**config.mk**
```make
export PLATFORM = sky130hd
export DESIGN_NAME = region_access_filter
export DESIGN_NICKNAME = d
export VERILOG_FILES = /design/src/rtl/rmf_pkg.sv /design/src/rtl/rmf_region_regs.sv /design/src/rtl/rmf_region_match.sv /design/src/rtl/rmf_decide.sv /design/src/rtl/region_access_filter.sv
export SDC_FILE = /design/constraint.sdc
export NUM_CORES = 2
export LEC_CHECK = 0
export CAP_MARGIN = 20
export CORE_MARGIN = 1
export CORE_UTILIZATION = 30
export CTS_BUF_LIST = sky130_fd_sc_hd__clkbuf_4 sky130_fd_sc_hd__clkbuf_8
export DETAILED_ROUTE_END_ITERATION = 12
export PLACE_DENSITY = 0.56
export SKIP_CTS_REPAIR_TIMING = 1
export SYNTH_ARGS = -nofsm -noshare
export SYNTH_HDL_FRONTEND = slang
export SYNTH_SLANG_ARGS = --single-unit
```
**constraint.sdc**
```tcl
create_clock -name clk -period 12.2 [get_ports clk]
set_input_delay 1.83 -clock clk [delete_from_list [all_inputs] [get_ports clk]]
set_output_delay 1.83 -clock clk [all_outputs]
set_load 0.02 [all_outputs]
```
**src/rtl/rmf_pkg.sv**
```systemverilog
package rmf_pkg;
  localparam int ID_W   = 4;
  localparam int MASK_W = 2 * (1 << ID_W);
  localparam int PERM_LSB = 30;

  localparam logic [2:0] W_BASE_LO = 3'd0;
  localparam logic [2:0] W_BASE_HI = 3'd1;
  localparam logic [2:0] W_TOP_LO  = 3'd2;
  localparam logic [2:0] W_TOP_HI  = 3'd3;
  localparam logic [2:0] W_ATTR    = 3'd4;
  localparam logic [2:0] W_MASK    = 3'd5;

  // Secure check: bit 0 grants reads, bit 1 grants writes.
  function automatic logic sec_permits(logic [1:0] perm, logic is_write);
    return is_write ? perm[1] : perm[0];
  endfunction

  // Non-secure check: read grants in the lower half, write grants in the upper half.
  function automatic logic id_permits(logic [MASK_W-1:0] mask,
                                      logic [ID_W-1:0] id, logic is_write);
    return mask[{is_write, id}];
  endfunction
endpackage

```
**src/rtl/rmf_region_regs.sv**
```systemverilog
module rmf_region_regs
  import rmf_pkg::*;
#(
  parameter int ADDR_W = 40,
  parameter int NF     = 4,
  parameter bit BG     = 1'b0,
  localparam int PW    = ADDR_W - 12
) (
  input  logic              clk,
  input  logic              rst_n,
  input  logic              we,
  input  logic [2:0]        word,
  input  logic [31:0]       wdata,
  output logic [PW-1:0]     base_pg,
  output logic [PW-1:0]     top_pg,
  output logic [1:0]        perm,
  output logic [NF-1:0]     fen,
  output logic [MASK_W-1:0] idmask,
  output logic [31:0]       rdata
);
  logic [1:0]        perm_q;
  logic [MASK_W-1:0] mask_q;

  always_ff @(posedge clk or negedge rst_n) begin
    if (!rst_n) begin
      perm_q <= '0;
      mask_q <= '0;
    end else if (we) begin
      if (word == W_ATTR) perm_q <= wdata[PERM_LSB +: 2];
      if (word == W_MASK) mask_q <= wdata[MASK_W-1:0];
    end
  end

  generate
    if (BG) begin : g_fixed
      assign base_pg = '0;
      assign top_pg  = '1;
      assign fen     = '1;
    end else begin : g_prog
      logic [PW-1:0] base_q, top_q;
      logic [NF-1:0] fen_q;
      always_ff @(posedge clk or negedge rst_n) begin
        if (!rst_n) begin
          base_q <= '0;
          top_q  <= '0;
          fen_q  <= '0;
        end else if (we) begin
          case (word)
            W_BASE_LO: base_q[19:0]    <= wdata[31:12];
            W_BASE_HI: base_q[PW-1:20] <= wdata[PW-21:0];
            W_TOP_LO:  top_q[19:0]     <= wdata[31:12];
            W_TOP_HI:  top_q[PW-1:20]  <= wdata[PW-21:0];
            W_ATTR:    fen_q           <= wdata[NF-1:0];
            default: ;
          endcase
        end
      end
      assign base_pg = base_q;
      assign top_pg  = top_q;
      assign fen     = fen_q;
    end
  endgenerate

  assign perm   = perm_q;
  assign idmask = mask_q;

  always_comb begin
    rdata = '0;
    case (word)
      W_BASE_LO: rdata = {base_pg[19:0], 12'h000};
      W_BASE_HI: rdata[PW-21:0] = base_pg[PW-1:20];
      W_TOP_LO:  rdata = {top_pg[19:0], 12'hFFF};
      W_TOP_HI:  rdata[PW-21:0] = top_pg[PW-1:20];
      W_ATTR: begin
        rdata[PERM_LSB +: 2] = perm_q;
        rdata[NF-1:0]        = fen;
      end
      W_MASK:    rdata[MASK_W-1:0] = mask_q;
      default:   rdata = '0;
    endcase
  end

  // an attribute write lands in the permission field one cycle later
  assert_perm_write_R6: assert property (@(posedge clk) disable iff (!rst_n)
    (we && word == W_ATTR) |=> (perm == $past(wdata[PERM_LSB +: 2])));
endmodule

```
**src/rtl/rmf_region_match.sv**
```systemverilog
module rmf_region_match #(
  parameter int PW = 28,
  parameter int NF = 4,
  localparam int FW = (NF > 1) ? $clog2(NF) : 1
) (
  input  logic [PW-1:0] pg,
  input  logic [FW-1:0] filt,
  input  logic [PW-1:0] base_pg,
  input  logic [PW-1:0] top_pg,
  input  logic [NF-1:0] fen,
  output logic          hit
);
  logic in_range, on_port;
  assign in_range = (pg >= base_pg) && (pg <= top_pg);
  assign on_port  = fen[filt];
  assign hit      = in_range && on_port;
endmodule

```
**src/rtl/rmf_decide.sv**
```systemverilog
module rmf_decide
  import rmf_pkg::*;
#(
  parameter int NR = 9,
  localparam int RW = $clog2(NR)
) (
  input  logic               clk,
  input  logic               rst_n,
  input  logic               acc_valid,
  input  logic               acc_write,
  input  logic               acc_nonsec,
  input  logic [ID_W-1:0]    acc_id,
  input  logic [NR-1:0]      hits,
  input  logic [NR*2-1:0]    perm_flat,
  input  logic [NR*MASK_W-1:0] mask_flat,
  output logic               dec_valid,
  output logic               dec_allow,
  output logic [RW-1:0]      dec_region,
  output logic               dec_overlap
);
  logic [RW-1:0] sel_c;
  logic          ovl_c, prog_none, allow_c;
  int            claim_cnt;

  always_comb begin
    sel_c = '0;
    for (int r = NR - 1; r >= 1; r--) begin
      if (hits[r]) sel_c = RW'(r);
    end
  end

  assign claim_cnt = $countones(hits[NR-1:1]);
  assign ovl_c     = claim_cnt > 1;
  assign prog_none = claim_cnt == 0;

  always_comb begin
    if (ovl_c)
      allow_c = 1'b0;
    else if (acc_nonsec)
      allow_c = id_permits(mask_flat[sel_c*MASK_W +: MASK_W], acc_id, acc_write);
    else
      allow_c = sec_permits(perm_flat[sel_c*2 +: 2], acc_write);
  end

  always_ff @(posedge clk or negedge rst_n) begin
    if (!rst_n) begin
      dec_valid   <= 1'b0;
      dec_allow   <= 1'b0;
      dec_region  <= '0;
      dec_overlap <= 1'b0;
    end else begin
      dec_valid   <= acc_valid;
      dec_allow   <= acc_valid && allow_c;
      dec_region  <= sel_c;
      dec_overlap <= acc_valid && ovl_c;
    end
  end

  // several programmable claimants deny the access
  assert_ovl_deny_R8: assert property (@(posedge clk) disable iff (!rst_n)
    (acc_valid && ovl_c) |=> (dec_overlap && !dec_allow));
  // no programmable claimant falls back to window 0
  assert_bg_fallback_R9: assert property (@(posedge clk) disable iff (!rst_n)
    (acc_valid && prog_none) |=> (dec_region == '0 && !dec_overlap));
  // the reported window is always implemented
  assert_region_range_R9: assert property (@(posedge clk) disable iff (!rst_n)
    dec_valid |-> (int'(dec_region) < NR));
  // one-cycle latency of the valid flag
  assert_latency_R10: assert property (@(posedge clk) disable iff (!rst_n)
    acc_valid |=> dec_valid);
  assert_idle_R10: assert property (@(posedge clk) disable iff (!rst_n)
    !acc_valid |=> !dec_valid);
endmodule

```
**src/rtl/region_access_filter.sv**
```systemverilog
module region_access_filter
  import rmf_pkg::*;
#(
  parameter int ADDR_W = 40,
  parameter int NR     = 9,
  parameter int NF     = 4,
  localparam int RW    = $clog2(NR),
  localparam int FW    = (NF > 1) ? $clog2(NF) : 1,
  localparam int PW    = ADDR_W - 12
) (
  input  logic              clk,
  input  logic              rst_n,
  input  logic              cfg_we,
  input  logic [RW+2:0]     cfg_addr,
  input  logic [31:0]       cfg_wdata,
  output logic [31:0]       cfg_rdata,
  input  logic              acc_valid,
  input  logic [ADDR_W-1:0] acc_addr,
  input  logic              acc_write,
  input  logic              acc_nonsec,
  input  logic [ID_W-1:0]   acc_id,
  input  logic [FW-1:0]     acc_filter,
  output logic              dec_valid,
  output logic              dec_allow,
  output logic [RW-1:0]     dec_region,
  output logic              dec_overlap
);
  logic [RW-1:0]         sel_reg;
  logic [2:0]            sel_word;
  logic [PW-1:0]         acc_pg;
  logic [NR-1:0]         hits;
  logic [NR*2-1:0]       perm_flat;
  logic [NR*MASK_W-1:0]  mask_flat;
  logic [31:0]           rd_arr [NR];

  assign sel_reg  = cfg_addr[RW+2:3];
  assign sel_word = cfg_addr[2:0];
  assign acc_pg   = acc_addr[ADDR_W-1:12];

  generate
    for (genvar r = 0; r < NR; r++) begin : g_win
      logic [PW-1:0]     b_pg, t_pg;
      logic [1:0]        pm;
      logic [NF-1:0]     fe;
      logic [MASK_W-1:0] im;
      logic              wr_hit;

      assign wr_hit = cfg_we && (sel_reg == RW'(r));

      rmf_region_regs #(.ADDR_W(ADDR_W), .NF(NF), .BG(r == 0)) u_regs (
        .clk(clk), .rst_n(rst_n), .we(wr_hit), .word(sel_word),
        .wdata(cfg_wdata), .base_pg(b_pg), .top_pg(t_pg), .perm(pm),
        .fen(fe), .idmask(im), .rdata(rd_arr[r])
      );

      rmf_region_match #(.PW(PW), .NF(NF)) u_match (
        .pg(acc_pg), .filt(acc_filter), .base_pg(b_pg), .top_pg(t_pg),
        .fen(fe), .hit(hits[r])
      );

      assign perm_flat[r*2 +: 2]           = pm;
      assign mask_flat[r*MASK_W +: MASK_W] = im;
    end
  endgenerate

  always_comb begin
    cfg_rdata = '0;
    for (int r = 0; r < NR; r++) begin
      if (sel_reg == RW'(r)) cfg_rdata = rd_arr[r];
    end
  end

  rmf_decide #(.NR(NR)) u_decide (
    .clk(clk), .rst_n(rst_n), .acc_valid(acc_valid), .acc_write(acc_write),
    .acc_nonsec(acc_nonsec), .acc_id(acc_id), .hits(hits),
    .perm_flat(perm_flat), .mask_flat(mask_flat), .dec_valid(dec_valid),
    .dec_allow(dec_allow), .dec_region(dec_region), .dec_overlap(dec_overlap)
  );

  // the background window claims every access
  assert_bg_claims_R1: assert property (@(posedge clk) disable iff (!rst_n)
    acc_valid |-> hits[0]);
endmodule

```
==> metrics <==
outcome complete, no violations; Synth area leader dfrtp_1; CTS clk-pin slew, worst paths approximately 0.060 ns; DRT Pass-1 Iters 6; initial antenna violation count 16; Mapped Area approximately 51,000 um^2; CTS max path bufs 3; Required @ worst endpoint roughly 13 ns; Synth async-reset ratio 1.00; Die W approximately 410 um; dominant cells by area after synthesis dfrtp_1, mux2_2, ha_1, mux2i_1, inv_1; total grt overflow 0; net load switching power 2250 uW; Synth-to-Final Area Change 14.4%; Final #Nets ~5,600; global-route wire length before repair 298,000 um; number of I/O port buffers ~120; Avg Inst Size Synth 10.3 um^2; final hold vios 0; critical path endpoint category flop; worst-skew pair later-pin latency between 0.9 and 1 ns; DP Wirelength around 150,000 um; Final setup viols 0; internal power 4910 uW; Die Y between 400 and 500 um; post-layout util 0.347; setup slack on the worst flop-to-flop path about 4.7 ns; Sink Count between 700 and 800; Final GP Congestion 0.966; largest net degree at the start of global routing roughly 180; Slew HR 0.199; crit path kind in2reg; Root Buffer clkbuf_8; Remaining DRCs 0; CP startpoint kind primary input; Seq/Total Area, Yosys 0.390; Rows 150; Syn. warnings 0; max-slew violations 0; minimum clock period approximately 8.9 ns; gr usage total 0.239; Lkg Pwr approximately 0.026 uW; share of the synthesized area in the top cell type 0.390; initial core utilization 0.304; Total Power between 7000 and 8000 uW; Final Cycle Share 0.726; Clock Power Share 0.382; CTS HTree Levels 4; dpl cells ~7,000; full die area 171,000 um^2; CP arrival just under 10 ns; Seq pwr share 0.423; combinational power share 0.195; wire per inst ~28 um; Post-Syn Instances between 4,000 and 5,000; CTS tree done; Post-Layout Cell Count between 7,000 and 8,000; Max FO, Critical Path 18; start of the worst register-to-register path g_win[8].u_regs.top_pg[5]$_DFFE_PN0P_; WHS 0.505 ns; actual slew at the worst max-slew pin 1.20 ns; clock skew between 0.05 and 0.06 ns; R2R Path End u_decide.dec_allow$_DFF_PN0_; count leader, synth mux2_2; r2r worst-path depth 27; worst min path class reg2reg; Core ar. around 170,000 um^2; pwr dens about 120 nW/um^2; Synth Net Count approximately 5,500; vias per cell approximately 5.7; Switching Fraction 0.315; setup TNS 0 ns; IO Pins 130; Synth Flop Type dfrtp_1; vias 42,100; total CTS buffers 150; max frequency 113 MHz; fraction of layout cells with a size suffix above 1 0.252; register bit total from synthesis 793; CP endpoint u_decide.dec_allow$_DFF_PN0_; number of library cell types mapped by synthesis 92; Max-Cap Viols 0; number of synthesized flops with an enable pin 0; vias in the first global route 41,400; worst setup path startpoint acc_addr[19]; Total Wirelength between 200,000 and 250,000 um; Final ANT Viol Nets 0; commonest cells in the synthesized netlist mux2_2, dfrtp_1, inv_1; Initial DRC Count around 3,900; RSZ-0062 raised after global routing no; Max VDD drop slightly above 0.08 mV
==> power groups by stage <==
stage | registers (uW) | clock network [uW] | logic (uW)
final | 3030 | 2740 | 1400
after global routing | 3050 | 2890 | 1510
after global placement | 3060 | 0 | 1330
after CTS | 3020 | 2770 | 1370
after floorplan | 3000 | 0 | 827
after detailed placement | 3070 | 0 | 1360
==> stage by stage <==
stage          worst slack [ns]  cell area (um^2)
2_1_floorplan              5.85             50900
3_3_place_gp               2.89             54900
3_5_place_dp               2.88             55000
4_1_cts                    3.80             58000
5_1_grt                    3.13             58300
6_report                   3.34             58300
==> worst min-delay path by stage <==
stage	start	end	slack (ns)	depth (start not counted)
2_1_floorplan	g_win[1].u_regs.base_pg[17]$_DFFE_PN0P_	g_win[1].u_regs.base_pg[17]$_DFFE_PN0P_	0.48	1
3_3_place_gp	g_win[3].u_regs.top_pg[24]$_DFFE_PN0P_	g_win[3].u_regs.top_pg[24]$_DFFE_PN0P_	0.49	1
3_5_place_dp	g_win[8].u_regs.top_pg[27]$_DFFE_PN0P_	g_win[8].u_regs.top_pg[27]$_DFFE_PN0P_	0.49	1
4_1_cts	g_win[8].u_regs.top_pg[27]$_DFFE_PN0P_	g_win[8].u_regs.top_pg[27]$_DFFE_PN0P_	0.50	1
5_1_grt	g_win[4].u_regs.top_pg[18]$_DFFE_PN0P_	g_win[4].u_regs.top_pg[18]$_DFFE_PN0P_	0.51	1
6_report	g_win[8].u_regs.top_pg[27]$_DFFE_PN0P_	g_win[8].u_regs.top_pg[27]$_DFFE_PN0P_	0.51	1
==> layout by cell type, fill, tap and decap left out, types with 103 or more instances in the layout <==
master             n
inv_1            470
buf_4            134
ha_1             455
clkdlybuf4s50_1  112
nor2_1           154
dfrtp_1          793
mux2i_1          190
nand2_1          322
o21ai_0          213
mux2_2           798
a21oi_1          351
clkbuf_8         179
nand4_1          103
==> cells by family (layout without fill, tap and decap cells) <==
family                   count (synthesis)  after routing  share of synthesized area
multiplexers                          1021           1021                      0.228
AND/OR/NAND/NOR                        827            827                     0.0764
buffers and inverters                  771           1000                     0.0591
flip-flops                             793            793                      0.390
AO/OA/AOI/OAI                         1067           1067                      0.133
adder cells (fa/ha/maj)                459            459                      0.113
other                                    0              4                          0
==> critical path, cell delays in order <==
cell and delay, ns:
clkdlybuf4s50_1 0.77, buf_4 0.40, ha_1 0.32, nor2b_1 0.14, o21ai_0 0.08, nand2b_1 0.08, a21oi_1 0.07, nor2b_1 0.09
o21ai_0 0.07, a21oi_1 0.36, a211oi_1 0.20, o21ai_0 0.86, a221oi_1 0.36, o211ai_1 0.27, o211a_1 0.29, ha_1 0.20
inv_1 0.07, or4_4 0.57, nor3_4 0.79, buf_4 0.46, a21oi_1 0.12, o221ai_1 0.11, nand3_1 0.11, o211ai_1 0.46
a311oi_1 0.23, o32ai_2 0.31
==> final cells by class <==
cell class	count	area (um^2)
Clock buffer	236	2890
Sequential cell	793	19800
Antenna cell	4	10.0
Clock inverter	16	140
Multi-Input combinational cell	3374	28200
Inverter	476	1790
Fill cell	17100	110000
Tap cell	2204	2760
Timing Repair Buffer	272	2600
==> sequential cells by signal, summed over array words and instances (netlist names) <==
| name | flops |
|---|---|
| g_win.u_regs.perm | 18 |
| u_decide.dec_overlap | 1 |
| g_win.u_regs.base_pg | 224 |
| g_win.u_regs.top_pg | 224 |
| u_decide.dec_valid | 1 |
| g_win.u_regs.idmask | 288 |
| g_win.u_regs.fen | 32 |
| u_decide.dec_allow | 1 |
| u_decide.dec_region | 4 |
==> metal layers <==
layer / wire length, um / share of wire / GRT usage
met5: 105 / 0.00050 / 0
met4: 12400 / 0.059 / 0.127
met3: 20000 / 0.095 / 0.0593
met2: 89700 / 0.43 / 0.354
met1: 87800 / 0.42 / 0.319
Power figures use the tool's default switching activity.
